File: src/rtl/atx_pkg.sv
package atx_pkg;

   // Kind of character the scheduler asks the shifter to load.
   typedef enum logic [2:0] {
      CH_NONE  = 3'd0,
      CH_DATA  = 3'd1,
      CH_IDLE  = 3'd2,
      CH_BREAK = 3'd3,
      CH_MARK  = 3'd4
   } ch_kind_e;

endpackage

File: src/rtl/atx_holdreg.sv
module atx_holdreg #(
   parameter int DATA_W  = 8,
   parameter bit IRQ_REG = 1'b0
) (
   input  logic              clk,
   input  logic              rst_n,
   input  logic              wr_i,
   input  logic [DATA_W-1:0] wr_data_i,
   input  logic              wr_b8_i,
   input  logic              xfer_i,
   input  logic              irq_en_i,
   output logic [DATA_W:0]   data_o,
   output logic              empty_o,
   output logic              irq_o
);

   logic [DATA_W:0] data_q;
   logic            empty_q;

   always_ff @(posedge clk or negedge rst_n) begin
      if (!rst_n) begin
         data_q  <= '0;
         empty_q <= 1'b1;
      end else begin
         if (wr_i) begin
            data_q  <= {wr_b8_i, wr_data_i};
            empty_q <= 1'b0;
         end else if (xfer_i) begin
            empty_q <= 1'b1;
         end
      end
   end

   assign data_o  = data_q;
   assign empty_o = empty_q;

   generate
      if (IRQ_REG) begin : g_irq_reg
         logic irq_q;
         always_ff @(posedge clk or negedge rst_n) begin
            if (!rst_n) irq_q <= 1'b0;
            else        irq_q <= empty_q & irq_en_i;
         end
         assign irq_o = irq_q;

         AST_IRQ_FOLLOWS: assert property (@(posedge clk) disable iff (!rst_n)
            (empty_q && irq_en_i) |=> irq_o);
      end else begin : g_irq_comb
         assign irq_o = empty_q & irq_en_i;
      end
   endgenerate

   AST_WR_FILLS: assert property (@(posedge clk) disable iff (!rst_n)
      wr_i |=> !empty_o);

   AST_XFER_EMPTIES: assert property (@(posedge clk) disable iff (!rst_n)
      (xfer_i && !wr_i) |=> empty_o);

endmodule

File: src/rtl/atx_sched.sv
module atx_sched
   import atx_pkg::*;
(
   input  logic     clk,
   input  logic     rst_n,
   input  logic     tx_en_i,
   input  logic     brk_i,
   input  logic     tick_i,
   input  logic     shift_idle_i,
   input  logic     empty_i,
   output logic     load_o,
   output ch_kind_e kind_o
);

   logic en_q;     // enable seen on the previous cycle
   logic pend_q;   // idle character queued
   logic tail_q;   // a one bit is owed after a break
   logic rise;
   logic pend_eff;
   logic boundary;

   assign rise     = tx_en_i & ~en_q;
   assign pend_eff = pend_q | rise;
   assign boundary = tick_i & shift_idle_i;

   // Priority at a character boundary: break, break tail, idle, data.
   always_comb begin
      kind_o = CH_NONE;
      if (boundary) begin
         if (tx_en_i && brk_i)            kind_o = CH_BREAK;
         else if (tail_q)                 kind_o = CH_MARK;
         else if (tx_en_i && pend_eff)    kind_o = CH_IDLE;
         else if (tx_en_i && !empty_i)    kind_o = CH_DATA;
         else                             kind_o = CH_NONE;
      end
   end

   assign load_o = (kind_o != CH_NONE);

   always_ff @(posedge clk or negedge rst_n) begin
      if (!rst_n) begin
         en_q   <= 1'b0;
         pend_q <= 1'b0;
         tail_q <= 1'b0;
      end else begin
         en_q <= tx_en_i;
         if (!tx_en_i)                pend_q <= 1'b0;
         else if (kind_o == CH_IDLE)  pend_q <= 1'b0;
         else if (rise)               pend_q <= 1'b1;

         if (kind_o == CH_BREAK)      tail_q <= 1'b1;
         else if (kind_o == CH_MARK)  tail_q <= 1'b0;
      end
   end

   AST_NO_DATA_BEFORE_TAIL: assert property (@(posedge clk) disable iff (!rst_n)
      ($past(kind_o == CH_BREAK) && !brk_i) |-> (kind_o != CH_DATA));

endmodule

File: src/rtl/atx_shifter.sv
module atx_shifter
   import atx_pkg::*;
#(
   parameter int DATA_W = 8
) (
   input  logic            clk,
   input  logic            rst_n,
   input  logic            tick_i,
   input  logic            load_i,
   input  ch_kind_e        kind_i,
   input  logic            nine_i,
   input  logic            long_i,
   input  logic [DATA_W:0] data_i,
   output logic            idle_o,
   output logic            line_o
);

   localparam int SH_W  = DATA_W + 4;           // longest character: long 9-bit break
   localparam int CNT_W = $clog2(SH_W + 1);
   localparam int BASE  = DATA_W + 2;           // start + data + stop

   logic [SH_W-1:0]  sh_q;
   logic [CNT_W-1:0] cnt_q;                     // bits still to leave after the current one
   logic             line_q;
   logic [SH_W-1:0]  word;
   logic [CNT_W-1:0] len;

   always_comb begin
      word = '1;
      len  = CNT_W'(1);
      unique case (kind_i)
         CH_DATA: begin
            word[0]          = 1'b0;
            word[DATA_W:1]   = data_i[DATA_W-1:0];
            word[DATA_W+1]   = nine_i ? data_i[DATA_W] : 1'b1;
            len              = CNT_W'(BASE + int'(nine_i));
         end
         CH_IDLE: begin
            len = CNT_W'(BASE + int'(nine_i));
         end
         CH_BREAK: begin
            word = '0;
            len  = CNT_W'(BASE + int'(nine_i) + int'(long_i));
         end
         CH_MARK: begin
            len = CNT_W'(1);
         end
         default: begin
            word = '1;
            len  = CNT_W'(1);
         end
      endcase
   end

   always_ff @(posedge clk or negedge rst_n) begin
      if (!rst_n) begin
         sh_q   <= '1;
         cnt_q  <= '0;
         line_q <= 1'b1;
      end else if (load_i) begin
         line_q <= word[0];
         sh_q   <= {1'b1, word[SH_W-1:1]};
         cnt_q  <= len - CNT_W'(1);
      end else if (tick_i) begin
         if (cnt_q != '0) begin
            line_q <= sh_q[0];
            sh_q   <= {1'b1, sh_q[SH_W-1:1]};
            cnt_q  <= cnt_q - CNT_W'(1);
         end else begin
            line_q <= 1'b1;
         end
      end
   end

   assign idle_o = (cnt_q == '0);
   assign line_o = line_q;

   AST_LOAD_ON_BOUNDARY: assert property (@(posedge clk) disable iff (!rst_n)
      load_i |-> (tick_i && cnt_q == '0));

   AST_CNT_BOUND: assert property (@(posedge clk) disable iff (!rst_n)
      cnt_q < CNT_W'(SH_W));

   AST_LINE_RESTS: assert property (@(posedge clk) disable iff (!rst_n)
      (tick_i && cnt_q == '0 && !load_i) |=> line_o);

   AST_BREAK_LOW: assert property (@(posedge clk) disable iff (!rst_n)
      (load_i && kind_i == CH_BREAK) |=> !line_o);

endmodule

File: src/rtl/async_tx_engine.sv
module async_tx_engine
   import atx_pkg::*;
#(
   parameter int DATA_W  = 8,
   parameter bit IRQ_REG = 1'b0
) (
   input  logic              clk,
   input  logic              rst_n,
   input  logic              tx_en,
   input  logic              brk_req,
   input  logic              nine_bit,
   input  logic              long_brk,
   input  logic              baud_tick,
   input  logic              wr_stb,
   input  logic [DATA_W-1:0] wr_data,
   input  logic              wr_bit8,
   input  logic              irq_en,
   output logic              tx_line,
   output logic              hold_empty,
   output logic              irq
);

   initial begin
      assert (DATA_W >= 5 && DATA_W <= 16)
         else $error("async_tx_engine: DATA_W out of range");
   end

   logic            load;
   ch_kind_e        kind;
   logic            shift_idle;
   logic [DATA_W:0] held;
   logic            xfer;

   assign xfer = load && (kind == CH_DATA);

   atx_holdreg #(.DATA_W(DATA_W), .IRQ_REG(IRQ_REG)) u_hold (
      .clk       (clk),
      .rst_n     (rst_n),
      .wr_i      (wr_stb),
      .wr_data_i (wr_data),
      .wr_b8_i   (wr_bit8),
      .xfer_i    (xfer),
      .irq_en_i  (irq_en),
      .data_o    (held),
      .empty_o   (hold_empty),
      .irq_o     (irq)
   );

   atx_sched u_sched (
      .clk          (clk),
      .rst_n        (rst_n),
      .tx_en_i      (tx_en),
      .brk_i        (brk_req),
      .tick_i       (baud_tick),
      .shift_idle_i (shift_idle),
      .empty_i      (hold_empty),
      .load_o       (load),
      .kind_o       (kind)
   );

   atx_shifter #(.DATA_W(DATA_W)) u_shift (
      .clk    (clk),
      .rst_n  (rst_n),
      .tick_i (baud_tick),
      .load_i (load),
      .kind_i (kind),
      .nine_i (nine_bit),
      .long_i (long_brk),
      .data_i (held),
      .idle_o (shift_idle),
      .line_o (tx_line)
   );

   AST_DISABLED_QUIET: assert property (@(posedge clk) disable iff (!rst_n)
      (!tx_en && $past(!tx_en) && shift_idle && !load) |=> tx_line);

endmodule

File: config.mk
export PLATFORM = sky130hd
export DESIGN_NAME = async_tx_engine
export DESIGN_NICKNAME = d
export VERILOG_FILES = /design/src/rtl/atx_pkg.sv /design/src/rtl/atx_holdreg.sv /design/src/rtl/atx_sched.sv /design/src/rtl/atx_shifter.sv /design/src/rtl/async_tx_engine.sv
export SDC_FILE = /design/constraint.sdc
export NUM_CORES = 1
export LEC_CHECK = 0
export ABC_AREA = 1
export BUFFER_PORTS_ARGS = -buffer_cell sky130_fd_sc_hd__buf_2
export CORE_MARGIN = 2
export CORE_UTILIZATION = 34
export CTS_BUF_LIST = sky130_fd_sc_hd__clkbuf_4 sky130_fd_sc_hd__clkbuf_8
export DETAILED_ROUTE_END_ITERATION = 12
export RECOVER_POWER = 100
export SLEW_MARGIN = 40
export SYNTH_ARGS = -nofsm -noshare
export SYNTH_HDL_FRONTEND = slang
export SYNTH_SLANG_ARGS = --single-unit
File: constraint.sdc
create_clock -name clk -period 5.81 [get_ports clk]
set_input_delay 1.162 -clock clk [delete_from_list [all_inputs] [get_ports clk]]
set_output_delay 1.162 -clock clk [all_outputs]
set_load 0.01 [all_outputs]
======== Yosys cells after proc, flatten, opt, wreduce, memory -nomap -nowiden ========
Index checks and enable logic that the tools add are counted.
word-level totals
  register bits ........................... 30
  input port bits ......................... 18
operators by class
  $add $sub $neg .......................... 4
  equal/unequal tests ..................... 5
  muxes and demuxes ....................... 25
  bitwise operators ....................... 5
  reduce and logical (&&, ||, !) cells .... 14
operators by type and width
  kind                                                   number
  two-way mux 12 bit                                     3
  one-hot mux 10 bit (2 select lines)                    1
  two-way mux 1 bit                                      12
  two-way mux 3 bit                                      4
  two-way mux 4 bit                                      3
  one-hot mux 4 bit (2 select lines)                     1
  nonzero test 2 bit                                     4
  subtractor 4 x 1 -> 4 bit, second input constant       2
  == test 3 x 2 -> 1 bit, second input constant          2
  adder 4 x 1 -> 4 bit, first input constant             1
  adder 4 x 2 -> 4 bit                                   1
  logical AND 1 bit                                      4
  zero test 4 bit                                        1
  nonzero test 4 bit                                     1
  AND 1 bit                                              3
  == test 3 x 1 -> 1 bit, second input constant          1
  == test 3 bit, second input constant                   1
  inequality test 3 x 1 -> 1 bit, second input constant  1
  nonzero test 3 bit                                     1
  two-way mux 2 bit                                      1
  AND reduction 2 bit                                    1
  OR reduction 2 bit                                     1
  zero test 1 bit                                        1
  inverter 1 bit                                         1
  OR 1 bit                                               1

======== Depth between registers and ports, before layout ========
Gate-level depths: netlist (run 1).
  word-level depth ........................ 13
  mapped depth ............................ 14

======== By module ========
From an unflattened synthesis (run 1), not the netlist that was laid out.
second synthesis, totals
  cells, all modules ...................... 208
  area, all modules ....................... 1554.0 µm²
modules (own cells, without submodules)
  module           times used  cells each  area each (µm²)
  atx_shifter      1           128         940.9
  atx_holdreg      1           43          382.9
  atx_sched        1           32          209.0
  async_tx_engine  1           5           21.3

======== Worst setup path before layout (run 1) ========
Ideal clock, no wire load.
  path type ............................... input to register
  from .................................... in brk_req
  to ...................................... reg u_shift.cnt_q[2]
  arrival time ............................ 2.403 ns
  required time ........................... 5.684 ns
  setup slack ............................. 3.281 ns
  stages on the path ...................... 12
  buffers on the path ..................... 0
  cell sequence ........................... nand2_1 nand3_1 inv_1 nand3_2 nand2_1 nand2_1 nand2_1 nand2_2 ha_1 or2_2 nand3_1 o21ai_0
between the ends
  word-level cells in the longest chain between the ends .. 8
  elaborated cells on any way between the ends .. 14
RTL lines
  element                                                                  RTL line               text
  start, declared                                                          async_tx_engine.sv:10  input logic brk_req,
  logical AND 1 bit (*)                                                    atx_sched.sv:30        if (tx_en_i && brk_i) kind_o = CH_BREAK;
  two-way mux 3 bit (*)                                                    atx_sched.sv:30
  two-way mux 3 bit (*)                                                    atx_sched.sv:29        if (boundary) begin
  == test 3 x 1 -> 1 bit / == test 3 x 2 -> 1 bit (equally long branches)  atx_shifter.sv:31      unique case (kind_i)
  OR reduction 2 bit (no line)                                             -
  one-hot mux 4 bit (2 select lines)                                       atx_shifter.sv:31
  subtractor 4 x 1 -> 4 bit                                                atx_shifter.sv:63      cnt_q <= len - CNT_W'(1);
  two-way mux 4 bit                                                        atx_shifter.sv:60      end else if (load_i) begin
  end signal, assigned                                                     atx_shifter.sv:63
  end signal, assigned                                                     atx_shifter.sv:68      cnt_q <= cnt_q - CNT_W'(1);
  end, declared                                                            atx_shifter.sv:23      logic [CNT_W-1:0] cnt_q;
Mark *: on every way between the ends. The rest lies on a longest branch, timed or not.
A chain may end at the register's enable or synchronous reset.

======== Final worst setup path (run 1) ========
  from .................................... in tx_en
  to ...................................... reg u_shift.sh_q[4]
between the ends
  word-level cells in the longest chain between the ends .. 10
  elaborated cells on any way between the ends .. 18
RTL lines
  element                                                                           RTL line              text
  start, declared                                                                   async_tx_engine.sv:9  input logic tx_en,
  AND 1 bit                                                                         atx_sched.sv:22       assign rise = tx_en_i & ~en_q;
  OR 1 bit                                                                          atx_sched.sv:23       assign pend_eff = pend_q | rise;
  logical AND 1 bit                                                                 atx_sched.sv:32       else if (tx_en_i && pend_eff) kind_o = CH_IDLE;
  two-way mux 3 bit                                                                 atx_sched.sv:32
  two-way mux 3 bit                                                                 atx_sched.sv:31       else if (tail_q) kind_o = CH_MARK;
  two-way mux 3 bit (*)                                                             atx_sched.sv:30
  two-way mux 3 bit (*)                                                             atx_sched.sv:29
  == test 3 x 2 -> 1 bit, or another cell as far along                              atx_shifter.sv:31
  one-hot mux 10 bit (2 select lines) / nonzero test 2 bit (equally long branches)  -
  two-way mux 12 bit / AND reduction 2 bit (equally long branches)                  -
  end signal, assigned                                                              atx_shifter.sv:62     sh_q <= {1'b1, word[SH_W-1:1]};
  end signal, assigned                                                              atx_shifter.sv:67     sh_q <= {1'b1, sh_q[SH_W-1:1]};
  end, declared                                                                     atx_shifter.sv:22     logic [SH_W-1:0] sh_q;
Marks and branches as above.

==> results of run 1 <==
power by group:
| group | total, mW | switching (mW) | internal (mW) |
|---|---|---|---|
| Combinational | 0.263 | 0.165 | 0.0989 |
| Sequential | 0.335 | 0.0368 | 0.298 |
| Clock | 0.216 | 0.0772 | 0.139 |
| Total | 0.815 | 0.279 | 0.537 |
worst max-delay path, stage by stage:
cell                         delay, ps
sky130_fd_sc_hd__clkbuf_1          110
sky130_fd_sc_hd__nand2_1           150
sky130_fd_sc_hd__nand2_1           130
sky130_fd_sc_hd__nand2_1           210
sky130_fd_sc_hd__nand2_4            80
sky130_fd_sc_hd__nor2_1            640
sky130_fd_sc_hd__nand2_1           390
sky130_fd_sc_hd__clkinvlp_2        390
sky130_fd_sc_hd__nand2_1            80
sky130_fd_sc_hd__o21ai_0            90
synthesized netlist by cell type:
cell type / number / share of area, %
sky130_fd_sc_hd__or2_2: 2 / 0.79
sky130_fd_sc_hd__a21oi_1: 19 / 6.0
sky130_fd_sc_hd__nand2_1: 41 / 9.7
sky130_fd_sc_hd__nand3_4: 1 / 1.1
sky130_fd_sc_hd__o211ai_1: 1 / 0.47
sky130_fd_sc_hd__clkbuf_1: 1 / 0.24
sky130_fd_sc_hd__nor2_8: 1 / 1.3
sky130_fd_sc_hd__o21ai_1: 2 / 0.63
sky130_fd_sc_hd__inv_2: 2 / 0.47
sky130_fd_sc_hd__inv_4: 2 / 0.79
sky130_fd_sc_hd__nand4_1: 5 / 2.0
sky130_fd_sc_hd__clkinv_2: 1 / 0.31
sky130_fd_sc_hd__mux2_2: 6 / 4.3
sky130_fd_sc_hd__dfstp_2: 13 / 22
sky130_fd_sc_hd__nand2_4: 3 / 2.1
sky130_fd_sc_hd__nor2_4: 2 / 1.4
sky130_fd_sc_hd__o22ai_1: 1 / 0.39
sky130_fd_sc_hd__nand3_1: 4 / 1.3
sky130_fd_sc_hd__inv_1: 23 / 5.4
sky130_fd_sc_hd__nand2_2: 3 / 1.2
sky130_fd_sc_hd__o21ai_0: 10 / 3.2
sky130_fd_sc_hd__nor2_1: 7 / 1.7
sky130_fd_sc_hd__nor2_2: 2 / 0.79
sky130_fd_sc_hd__nand3_2: 1 / 0.63
sky130_fd_sc_hd__buf_8: 1 / 0.95
sky130_fd_sc_hd__buf_6: 2 / 1.4
sky130_fd_sc_hd__ha_1: 2 / 1.6
sky130_fd_sc_hd__o221ai_1: 1 / 0.55
sky130_fd_sc_hd__dfrtp_1: 16 / 25
sky130_fd_sc_hd__o21ai_2: 5 / 2.8
flip-flops by register name, indices dropped and copies added (netlist names):
register and cells:
u_shift.sh_q 11, u_sched.tail_q 1, u_shift.line_o 1, u_sched.en_q 1, u_hold.data_o 9, u_sched.pend_q 1
u_shift.cnt_q 4, u_hold.empty_o 1
layer usage:
layer  part of all wire [%]  wire (um)  vias up  GRT usage, %
met5                      0          0        -             0
met3                    3.6        108        5          5.14
li1                       -          -      626             -
met2                     48       1450       17          20.6
met1                     47       1430      571          15.7
met4                    1.4         42        0          6.92
area by class of cell:
| cell class | instances | area, sq um |
|---|---|---|
| Multi-Input combinational cell | 119 | 649 |
| Clock buffer | 6 | 82.6 |
| Tap cell | 52 | 65.1 |
| Fill cell | 476 | 2630 |
| Sequential cell | 29 | 742 |
| Timing Repair Buffer | 20 | 93.8 |
| Inverter | 28 | 110 |
| Clock inverter | 2 | 37.5 |
cells in the final DEF (no fill, tap or decap), types with 2 or more instances in the layout:
master,Yosys,routed
sky130_fd_sc_hd__mux2_2,6,6
sky130_fd_sc_hd__clkbuf_8,0,6
sky130_fd_sc_hd__nand2_1,41,44
sky130_fd_sc_hd__or2_2,2,2
sky130_fd_sc_hd__dfrtp_1,16,16
sky130_fd_sc_hd__nor2_2,2,2
sky130_fd_sc_hd__ha_1,2,2
sky130_fd_sc_hd__buf_2,0,15
sky130_fd_sc_hd__nand2_4,3,2
sky130_fd_sc_hd__dfstp_2,13,12
sky130_fd_sc_hd__inv_1,23,23
sky130_fd_sc_hd__nand3_1,4,5
sky130_fd_sc_hd__inv_2,2,2
sky130_fd_sc_hd__o21ai_0,10,17
sky130_fd_sc_hd__nand4_1,5,5
sky130_fd_sc_hd__nor2_1,7,8
sky130_fd_sc_hd__a21oi_1,19,19
sky130_fd_sc_hd__clkbuf_1,1,5
stage by stage:
step                instance area (sq um)  cells  hold WS (ps)
floorplan                            1590    180           442
global placement                     1710    248           453
detailed placement                   1710    248           457
CTS                                  1830    256           465
global route                         1780    256           497
finish                               1780    256           465
final timing paths:
check	from	to	cells after the start
min in group asynchronous	rst_n	u_sched.pend_q	1
min	u_shift.sh_q[10]	u_shift.sh_q[10]	2
max reg2reg	u_hold.empty_o	u_shift.sh_q[4]	10
min reg2reg	u_shift.sh_q[10]	u_shift.sh_q[10]	2
max	tx_en	u_shift.sh_q[4]	10
max in group asynchronous	rst_n	u_shift.cnt_q[0]	1
cell families (layout without fill, tap and decap cells):
family,after synthesis,count (layout),share of synthesized area (%)
multiplexers,6,6,4.26
AND/OR/NAND/NOR,72,72,23.9
AO/OA/AOI/OAI,39,39,13.9
flip-flops,29,29,46.7
buffers and inverters,32,56,9.61
adder cells (fa/ha/maj),2,2,1.58
==> results.md, run 1 <==
- After clock tree synthesis, the flow added hold-fix buffers numbering 0.
- The mean instance size in the synthesized netlist is 8.82 sq um.
- No sink is reached through more buffers than the 2 on the longest clock path.
- The final weighted congestion of routability-driven global placement is 0.764.
- The area growth from synthesis to layout is 12.1%.
- Setup repair after global routing left no endpoint under its margin.
- The average via count per standard cell is 4.76.
- The number of different library cells in the post-synthesis netlist is 30.
- The per-cell routed wire length is 11.9 um.
- The kind of critical path is in2reg.
- In this run the power density over the cells is 458 nW/um^2.
- The maximum VDD drop is 155 uV.
- For this configuration, the core starts out at a cell density of 36.0%.
- The final core utilization is 40.3%.
- The critical path startpoint category is an input port.
- The row count is 24.
- After the last flow step, the layout net total stands at 223.
- Across all layers, the routed design uses 1,219 vias.
- The later-pin clock latency in the skew report is 290 ps.
- The number of antenna violations at the first check in global routing was 0.
- The minimum setup slack after placement is 2970 ps.
- The clock period minus final worst setup slack is 3250 ps.
- The class of the worst hold path is reg2reg.
- The run finished, with violations left.
- TritonCTS built the clock tree.
- Once routing completed, OpenROAD measured the worst setup slack at 2560 ps.
- The worst register-to-register path has a setup slack of 3080 ps.
- 0 antenna diodes ended up in the layout.
- The worst pin sits at a relative slew slack of -0.716%.
- The number of sinks handled by clock tree synthesis is 29.
- The largest fanout on the critical path is 12.
- Static timing analysis puts the maximum clock frequency at 0.308 GHz.
- The number of nets handed over by synthesis was 200.
- The worst clock skew is 7.68 ps.
- The count of nets left with antenna violations once routing finished came out at 0.
- The pre-antenna-repair detailed-routing pass consisted of 4 iterations.
- After clock tree synthesis, the setup repair step added 0 buffers.
- The buffer type at the clock tree root is sky130_fd_sc_hd__clkbuf_8.
- In this run the cell area of the synthesized design comes to 1590 sq um.
- Setup violations remaining at the end of the flow were counted as 0.
- The overflow left after global routing is 0.
- Entering global routing, the biggest net connects 30 pins.
- The final routed DRC violation total is 0.
- The die span in y is 72.3 um.
- The number of gates resized after CTS was 0.
- The share of the clock period used by the worst path after layout is 55.9%.
- The placeable core area is 4410 sq um.
- The static leakage power is 0.895 nW.
- The via count of the first global-routing pass was 1,186.
- Across the run, the number of max-cap violations was 1.
- The CTS clock-pin slew for the worst setup and hold paths is 60 ps.
- The number of pins with negative max-slew slack in the final report is 30.
- Of the cells placed in the final design, the portion with a size suffix greater than 1 is 27.5%.
- The total number of H-tree levels is 2.
- The final count of hold timing violations came to 0.
- At the worst endpoint, the arrival time is 3450 ps.
- Once detailed placement completed, the half-perimeter wirelength came to 2320 um.
- The number of flip-flops and latches in the synthesized netlist is 29.
- For this design the top-level I/O count stands at 21.
- At the pin with the least slew margin, the transition time is 1510 ps.
- The initial detailed-routing violation count is 74.
- The floorplan step defined a die boundary enclosing 5230 sq um.
- Sequential cells were found to cover 46.7% of the synthesized design area.
- The number of clock buffers added by TritonCTS is 5.
- In the global route stage, overall resource usage came out at 13.2%.
- The final reports fail on max-capacitance violations, max-slew violations.
- The total negative slack for setup checks is 0 ps.
- The total of warnings raised by yosys is 0.
- For the worst setup path, the data required time is 6010 ps.
- The port buffer count is 20.
- Summed over all layers, the routed wires come to 3040 um.
- The capturing element type of the critical path is a flip-flop.
- Synthesis handed over a netlist of 180 instances.
- The completed layout was analyzed and its total power is 815 uW.
- The first-pass GRT wire length is 5140 um.
- Measured along the x axis, the die boundary spans 72.3 um.
Power figures use the tool's default switching activity.
==> run 2: changes to the inputs <==
--- a/config.mk
+++ b/config.mk
@@ -5,7 +5,7 @@
 export SDC_FILE = /design/constraint.sdc
 export NUM_CORES = 1
 export LEC_CHECK = 0
-export ABC_AREA = 1
+export ABC_AREA = 0
 export BUFFER_PORTS_ARGS = -buffer_cell sky130_fd_sc_hd__buf_2
 export CORE_MARGIN = 2
 export CORE_UTILIZATION = 34
==> constraint.sdc (replaced) <==
create_clock -name clk -period 3 [get_ports clk]
set_input_delay 0.6 -clock clk [delete_from_list [all_inputs] [get_ports clk]]
set_output_delay 0.6 -clock clk [all_outputs]
set_load 0.01 [all_outputs]
==> run 2 against run 1 <==
  * Global-route usage increased by 3.0 points
  * Critical endpoint is now u_shift.cnt_q[2]
  * Critical path depth is 2 lower
  * Largest cell class unchanged
  * Synthesized cell count fell by 19%
  * Setup slack worse by 1900 ps
  * Worst hold slack better by 18 ps
  * Highest routed layer unchanged
  * Largest power group unchanged
  * The run still ends with max-capacitance violations, max-slew violations left
  * Register-to-register slack got worse by 2400 ps
  * Non-clock buffer count rose by 2
  * Clock skew is 2.2 ps lower
==> results.md, run 2 <==
- The flow ran to the end, but the final reports show violations.
- The aggregate global-route resource usage is 16.2% (+3.0 points).
- Subtracting the final worst setup slack from the clock period gives 2310 ps.
- The largest individual stage delay along the critical path comes from the cell sky130_fd_sc_hd__dfrtp_1.
- The arrival time at the worst endpoint is 2470 ps (-980 ps).
- The final routed DRC violation total is 0 (unchanged).
- The part of the total power dissipated in the clock network is 33.3% (+6.8 points).
- The maximum number of pins on one net before global-route repair is 30 (unchanged).
- The final count of hold timing violations came to 0 (unchanged).
- The number of sinks handled by clock tree synthesis is 29 (unchanged).
- The wire length on met2 is 1690 um (+16%).
- The number of different library cells in the post-synthesis netlist is 40 (+33%).
- The vias after detailed routing was 1,210 (-0.74%).
- The final cell area excluding filler cells is 1760 sq um (-1.3%).
- The diode insertion count for antenna repair is 0 (unchanged).
- The maximum VDD drop was 268 uV (+73%).
- The number of buffers added for setup after CTS came to 0 (unchanged).
- The area fraction of the dominant cell type after synthesis was 26.3% (+1.1 points).
- The CTS clock-pin slew for the worst setup and hold paths is 60 ps (about the same).
- The internal power of the cells came to 915 uW (+71%).
- The overflow left after global routing was 0 (unchanged).
- The via count of the first global-routing pass is 1,369 (+15%).
- The final count of negative-setup-slack endpoints came to 0 (unchanged).
- The per-cell routed wire length was 15.8 um (+33%).
- The maximum number of buffers from clock root to sink is 2 (unchanged).
- The final instance count without filler cells is 219 (-14%).
- The total nets after synthesis was 165 (-18%).
- Setup repair after global routing left no endpoint under its margin.
- The layout cell share with drive strength beyond 1 was 30.5% (+3.1 points).
- For this run, the leading register cell type out of synthesis is sky130_fd_sc_hd__dfrtp_1.
- The worst-margin pin slew is 1540 ps (+26.0 ps).
- The power share of the sequential group is 45.7% (+4.6 points).
- The number of synthesized flops with an enable pin was 0 (unchanged).
- The number of antenna violations at the first check in global routing is 0 (unchanged).
- The multi-input logic area is 702 sq um (+8.1%).
- The min-delay analysis places its worst path in the category reg2reg.
- The average via count per standard cell is 5.53 (+16%).
- The largest stage delay on the critical path was 430 ps (-210 ps).
- The largest fanout on the critical path is 10 (-2).
- The count of buffer and inverter cells on the critical path is 1 (-1).
- The number of flip-flops and latches in the synthesized netlist is 29 (unchanged).
- The buffer type at the clock tree root is sky130_fd_sc_hd__clkbuf_8.
- The total negative slack for setup checks came to 0 ps (unchanged).
- The number of routed nets with antenna violations is 0 (unchanged).
- The highest metal layer carrying signal wires in the routed design is met4.
- The fmax is 0.434 GHz.
- The total of warnings raised by yosys is 0 (unchanged).
- Counting instances in the post-synthesis netlist gives the leading cell types as sky130_fd_sc_hd__a21oi_1 (16), sky130_fd_sc_hd__dfrtp_1 (16), sky130_fd_sc_hd__o21ai_0 (14), sky130_fd_sc_hd__dfstp_2 (13), sky130_fd_sc_hd__nand2_1 (10).
- STA classifies the critical path startpoint as a flip-flop.
- The number of flip-flops in the largest register came to 11 (unchanged).
- The mean instance size in the synthesized netlist is 10.5 sq um (+19%).
- The first-pass GRT wire length is 6240 um (+21%).
- The die span in y is 70.9 um (-2.0%).
- The post-placement cell count was 211 (-15%).
- The area used by sequential logic in the layout came to 742 sq um (unchanged).
- By area the synthesized netlist is led by sky130_fd_sc_hd__dfrtp_1 (26%), sky130_fd_sc_hd__dfstp_2 (22%), sky130_fd_sc_hd__mux2_2 (6.7%), sky130_fd_sc_hd__a21oi_1 (5.3%), sky130_fd_sc_hd__o21ai_0 (4.6%).
- The number of buffers inserted for hold repair after clock tree synthesis is 0 (unchanged).
- The cell family contributing the most delay on the critical path is simple AND/OR/NAND/NOR gates.
- The starting density of the core is 35.2% (-0.81 points).
- The total CTS buffers is 5 (unchanged).
- The worst clock skew is 5.51 ps (-2.18 ps).
- The net count reported at finish was 186 (-17%).
- The number of primary I/O pins is 21 (unchanged).
- Leaving out fill and tap cells, the most frequent cells in the layout are sky130_fd_sc_hd__a21oi_1 (16), sky130_fd_sc_hd__dfrtp_1 (16), sky130_fd_sc_hd__buf_2 (15).
- The areal power density over the cells was 733 nW/um^2 (+60%).
- The number of standard cells after synthesis is 145 (-19%).
- The number of pins with negative max-slew slack in the final report was 30 (unchanged).
- The met1 layer wirelength in the final routing is 1530 um (+6.3%).
- The critical path data required time is 3160 ps (-2850 ps).
- The area growth from synthesis to layout is 15.6%.
- The static leakage power is 0.721 nW (-19%).
- The initial detailed-routing violation count is 78 (+5.4%).
- The row count was 24 (unchanged).
- The port buffer count is 20 (unchanged).
- The combinational power share is 21.0% (-11 points).
- The cell taking the most area after synthesis is sky130_fd_sc_hd__dfrtp_1.
- The CTS tree is done.
- The fraction of power spent switching nets came to 28.9% (-5.2 points).
- The area of the mapped netlist is 1520 sq um (-4.3%).
- The count of fill cells added during filler insertion is 452 (-5.0%).
- The wire length reported by the detailed router is 3460 um (+14%).
- The largest register by flop count is u_shift.sh_q.
- The length of routed met3 wiring is 144 um (+33%).
- The floorplan die area was 5020 sq um (-4.0%).
- The total number of H-tree levels is 2 (unchanged).
- The kind of critical path is reg2reg.
- The number of optimization iterations in the first detailed-route pass was 4 (unchanged).
- The quantity of gates resized following cts is 0 (unchanged).
- The final HPWL from detailed placement is 2410 um (+3.8%).
- The headroom to the max-slew limit is -2.45% (-1.7 points).
- The final weighted congestion of routability-driven global placement is 0.834 (+9.1%).
- The max-cap check violation count is 1 (unchanged).
- The width of the die is 70.9 um (-2.0%).
- The placeable core area is 4320 sq um (-2.0%).
- Traced cell by cell, the critical path runs through nor4_1 -> clkbuf_1 -> o2111a_1 -> nand3_1 -> nand2_1 -> ha_1 -> xnor2_1 -> mux2_1.
- The switching power summed over all nets is 373 uW (+34%).
- The post-synthesis async set-or-reset flop share is 100% (unchanged).
- The standard cell area after detailed placement is 1670 sq um (-2.6%).
- The overall power is 1.29 mW (+58%).
- The minimum setup slack among reg-to-reg paths came to 690 ps (-2390 ps).
- The final reports fail on max-capacitance violations, max-slew violations.
- The share of the clock period used by the worst path after layout is 76.9%.
- The later-pin clock latency in the skew report is 280 ps (about the same).
- STA classifies the critical path endpoint as a flip-flop.
- The share of the yosys chip area belonging to registers is 48.8% (+2.1 points).
[run 2: routing by layer]
metal,vias up,GRT usage (%)
met1,597,19.4
met2,22,25.0
met5,-,0
li1,582,-
met4,0,9.22
met3,9,6.27
[run 2: layout make-up]
class | count | area share [%]
clock inverters | 1 | 1.71
well taps | 52 | 3.70
inverters | 7 | 1.50
flip-flops and latches | 29 | 42.2
multi-input cells | 101 | 40.0
clock buffers | 7 | 5.13
repair buffers | 22 | 5.77
[run 2: logic make-up after synthesis]
| logic type | share of synthesized area (%) |
|---|---|
| AO/OA/AOI/OAI | 26.0 |
| AND/OR/NAND/NOR | 11.7 |
| flip-flops | 48.8 |
| buffers and inverters | 3.87 |
| multiplexers | 7.41 |
| adder cells (fa/ha/maj) | 1.65 |
| XOR/XNOR | 0.576 |
[run 2: stage by stage]
step	utilization, %	hold slack, ps	setup WS, ps
CTS	41.3	358	877
floorplan	-	304	856
global placement	38.6	458	702
finish	40.6	483	693
global route	40.6	508	477
detailed placement	38.6	473	631
[run 2: final timing paths]
check | endpoint | cells after the start | from
max | u_shift.cnt_q[2] | 8 | u_shift.cnt_q[1]
min | u_shift.line_o | 2 | u_shift.line_o
max reg2reg | u_shift.cnt_q[2] | 8 | u_shift.cnt_q[1]
min reg2reg | u_shift.line_o | 2 | u_shift.line_o
max in group asynchronous | u_sched.tail_q | 1 | rst_n
min in group asynchronous | u_hold.data_o[5] | 1 | rst_n
[run 2: power by group through the flow]
stage / registers (mW) / logic [mW] / clock network (mW)
2_1_floorplan: 0.577 / 0.210 / 0
3_3_place_gp: 0.593 / 0.272 / 0
3_5_place_dp: 0.599 / 0.281 / 0
4_1_cts: 0.593 / 0.284 / 0.442
5_1_grt: 0.601 / 0.313 / 0.461
6_report: 0.588 / 0.271 / 0.429
[run 2: worst reg2reg max path: stages, from the launching register on]
cell and delay [ps]:
sky130_fd_sc_hd__dfrtp_1 430, sky130_fd_sc_hd__nor4_1 290, sky130_fd_sc_hd__clkbuf_1 390, sky130_fd_sc_hd__o2111a_1 330
sky130_fd_sc_hd__nand3_1 130, sky130_fd_sc_hd__nand2_1 90, sky130_fd_sc_hd__ha_1 160, sky130_fd_sc_hd__xnor2_1 70
sky130_fd_sc_hd__mux2_1 290
==> run 3: changes to the inputs <==
==> constraint.sdc (replaced) <==
create_clock -name clk -period 2 [get_ports clk]
set_input_delay 0.4 -clock clk [delete_from_list [all_inputs] [get_ports clk]]
set_output_delay 0.4 -clock clk [all_outputs]
set_load 0.01 [all_outputs]
==> run 3 against run 2 <==
  * The flow still finishes with violations (max-capacitance violations, max-slew violations)
  * Sequential power grew 46%
  * Die area did not move
  * Critical path depth decreased by 1
  * Worst hold slack got worse by 160 ps
  * Final cell count up 8.7%
  * Critical endpoint unchanged
  * Largest power group unchanged
  * Highest routed layer unchanged
==> results.md, run 3 (synthesis gave the netlist of run 2 again) <==
- The class of the worst hold path is in2reg.
- The die span in y is 70.9 um (unchanged).
- In the layout the commonest cells are sky130_fd_sc_hd__buf_4 (21), sky130_fd_sc_hd__buf_2 (17), sky130_fd_sc_hd__a21oi_1 (16), sky130_fd_sc_hd__dfrtp_1 (16), sky130_fd_sc_hd__o21ai_0 (14).
- The number of cells on the worst reg-to-reg path is 7 (-1).
- The average via count per standard cell is 5.51 (-0.30%).
- The port buffer count is 20 (unchanged).
- The path with the worst hold slack has its endpoint at u_sched.en_q.
- The largest fanout on the critical path is 3 (-7).
- The maximum VDD drop is 438 uV (+63%).
- The initial detailed-routing violation count is 72 (-7.7%).
- The number of optimization iterations in the first detailed-route pass came to 4 (unchanged).
- The standard cell area after detailed placement is 1800 sq um (+7.7%).
- The total negative slack for setup checks is 0 ps (unchanged).
- The slowest stage of the critical path is the sky130_fd_sc_hd__or4_4 cell.
- The overflow left after global routing came to 0 (unchanged).
- The beginning of the worst hold path is tx_en.
- The largest stage delay on the critical path came to 550 ps (+120 ps).
- The destination of the worst register-to-register timing path is u_shift.cnt_q[2].
- The number of primary I/O pins is 21 (unchanged).
- In this run the critical register-to-register path is launched from u_shift.cnt_q[0].
- The final cell area excluding filler cells is 1960 sq um (+12%).
- The number of buffers inserted for hold repair after clock tree synthesis is 0 (unchanged).
- The vias after detailed routing is 1,311 (+8.3%).
- The maximum number of buffers from clock root to sink was 2 (unchanged).
- The critical path is of the reg2reg type.
- The final count of hold timing violations is 0 (unchanged).
- The number of antenna violations at the first check in global routing is 0 (unchanged).
- The final HPWL from detailed placement is 2550 um (+5.8%).
- Compared with the post-synthesis result, the final layout area differs by 29.1%.
- The total number of H-tree levels came to 2 (unchanged).
- The worst clock skew is 7.78 ps (+2.27 ps).
- The total CTS buffers is 5 (unchanged).
- TritonCTS built the clock tree.
- Clock tree synthesis selected as its root buffer the cell sky130_fd_sc_hd__clkbuf_8.
- The fmax is 0.510 GHz (+18%).
- The signal on the critical path passes through or4_4 -> nor2_4 -> a21o_1 -> nand2_1 -> ha_2 -> xnor2_1 -> mux2_4.
- The headroom to the max-slew limit was -2.77% (-0.33 points).
- The maximum number of pins on one net before global-route repair was 30 (unchanged).
- Broken down by cell family, the worst path's largest delay share belongs to simple AND/OR/NAND/NOR gates.
- The later-pin clock latency in the skew report was 290 ps (about the same).
- The floorplan die area came to 5020 sq um (unchanged).
- The count of fill cells added during filler insertion came to 416 (-8.0%).
- The run finished, with violations left.
- Setup repair after global routing could not meet its margin everywhere.
- The checks that failed: max-capacitance violations, max-slew violations.
- The final routed DRC violation total is 0 (unchanged).
- The arrival time at the worst endpoint is 2130 ps (-340 ps).
- u_shift.sh_q holds more flip-flops than any other register.
- The max-cap check violation count is 1 (unchanged).
- The overall power came to 2.11 mW (+64%).
- The per-cell routed wire length is 15.2 um (-3.8%).
- The number of pins with negative max-slew slack in the final report is 30 (unchanged).
- The row count is 24 (unchanged).
- The aggregate global-route resource usage was 15.9% (-0.29 points).
- The worst-margin pin slew is 1540 ps (+4.89 ps).
- The share of the clock period used by the worst path after layout is 98.1% (+21 points).
- The number of routed nets with antenna violations is 0 (unchanged).
- The first-pass GRT wire length came to 6280 um (+0.67%).
- The most common cell after layout, fill and taps aside is sky130_fd_sc_hd__buf_4.
- The critical path data required time is 2170 ps (-990 ps).
- The areal power density over the cells is 1080 nW/um^2 (+47%).
- The via count of the first global-routing pass is 1,334 (-2.6%).
- The wire length reported by the detailed router is 3610 um (+4.5%).
- The width of the die is 70.9 um (unchanged).
- The CTS clock-pin slew for the worst setup and hold paths is 70 ps (about the same).
- The final count of negative-setup-slack endpoints is 0 (unchanged).
- The placeable core area is 4320 sq um (unchanged).
- The net count reported at finish came to 205 (+10%).
- The static leakage power was 0.838 nW (+16%).
- The number of flip-flops in the largest register is 11 (unchanged).
- The clock period minus final worst setup slack is 1960 ps (-345 ps).
- The count of buffer and inverter cells on the critical path is 0 (-1).
- The minimum setup slack among reg-to-reg paths came to 40 ps (-660 ps).
- The number of sinks handled by clock tree synthesis is 29 (unchanged).
- The final weighted congestion of routability-driven global placement was 0.740 (-11%).
- The diode insertion count for antenna repair was 0 (unchanged).
- The layout cell share with drive strength beyond 1 is 43.5% (+13 points).
- The starting density of the core is 35.2% (unchanged).
- The critical path startpoint category is a flip-flop.
- The capturing element type of the critical path is a flip-flop.
- The worst hold path cell count is 1 (-1).
-- run 3: cell types whose count changed in the layout (fill, tap and decap cells not counted), sizes merged --
cell	before	now
clkbuf	14	10
buf	15	38
-- run 3: power breakdown --
| group | total, mW | switching (mW) | leakage [nW] | internal [mW] |
|---|---|---|---|---|
| Combinational | 0.605 | 0.289 | 0.451 | 0.316 |
| Clock | 0.650 | 0.231 | 0.0619 | 0.419 |
| Sequential | 0.857 | 0.0963 | 0.325 | 0.761 |
-- run 3: per-layer routing --
| metal | share of wire [%] | up-vias | global-route usage, % |
|---|---|---|---|
| met5 | 0 | - | 0 |
| met4 | 2.7 | 0 | 8.18 |
| met3 | 4.2 | 9 | 3.56 |
| met2 | 49 | 31 | 26.0 |
| met1 | 44 | 653 | 19.8 |
| li1 | - | 618 | - |
-- run 3: final cells by class --
cell class	instances	area [sq um]	share of cell area (%)
multi-input cells	101	754	38.5
flip-flops and latches	29	742	37.8
repair buffers	41	254	12.9
clock buffers	7	90.1	4.59
well taps	52	65.1	3.32
clock inverters	1	30.0	1.53
inverters	7	26.3	1.34
-- run 3: worst max-delay path by stage --
stage,start,to,cells past startpoint
2_1_floorplan,u_shift.cnt_q[2],u_shift.cnt_q[2],7
3_3_place_gp,u_shift.cnt_q[0],u_shift.cnt_q[2],7
3_5_place_dp,u_shift.cnt_q[0],u_shift.cnt_q[2],7
4_1_cts,u_shift.cnt_q[0],u_shift.cnt_q[2],7
5_1_grt,u_shift.cnt_q[2],u_shift.cnt_q[2],7
6_report,u_shift.cnt_q[0],u_shift.cnt_q[2],7
-- run 3: metrics by stage --
stage,setup slack (ps),util (%),std cells,hold WS (ps)
6_report,38.0,45.4,238,323
5_1_grt,-18.6,45.4,238,325
4_1_cts,16.1,44.8,235,158
3_5_place_dp,3.29,41.5,225,463
3_3_place_gp,77.4,41.5,225,452
2_1_floorplan,1.52,-,145,104
-- run 3: what timing repair did --
action | 4_1_cts | 5_1_grt
gates resized for setup | 1 | 3
gates cloned | 0 | 0
pin swaps | 1 | 4
setup endpoints to repair | 1 | 1
setup buffers | 2 | 3
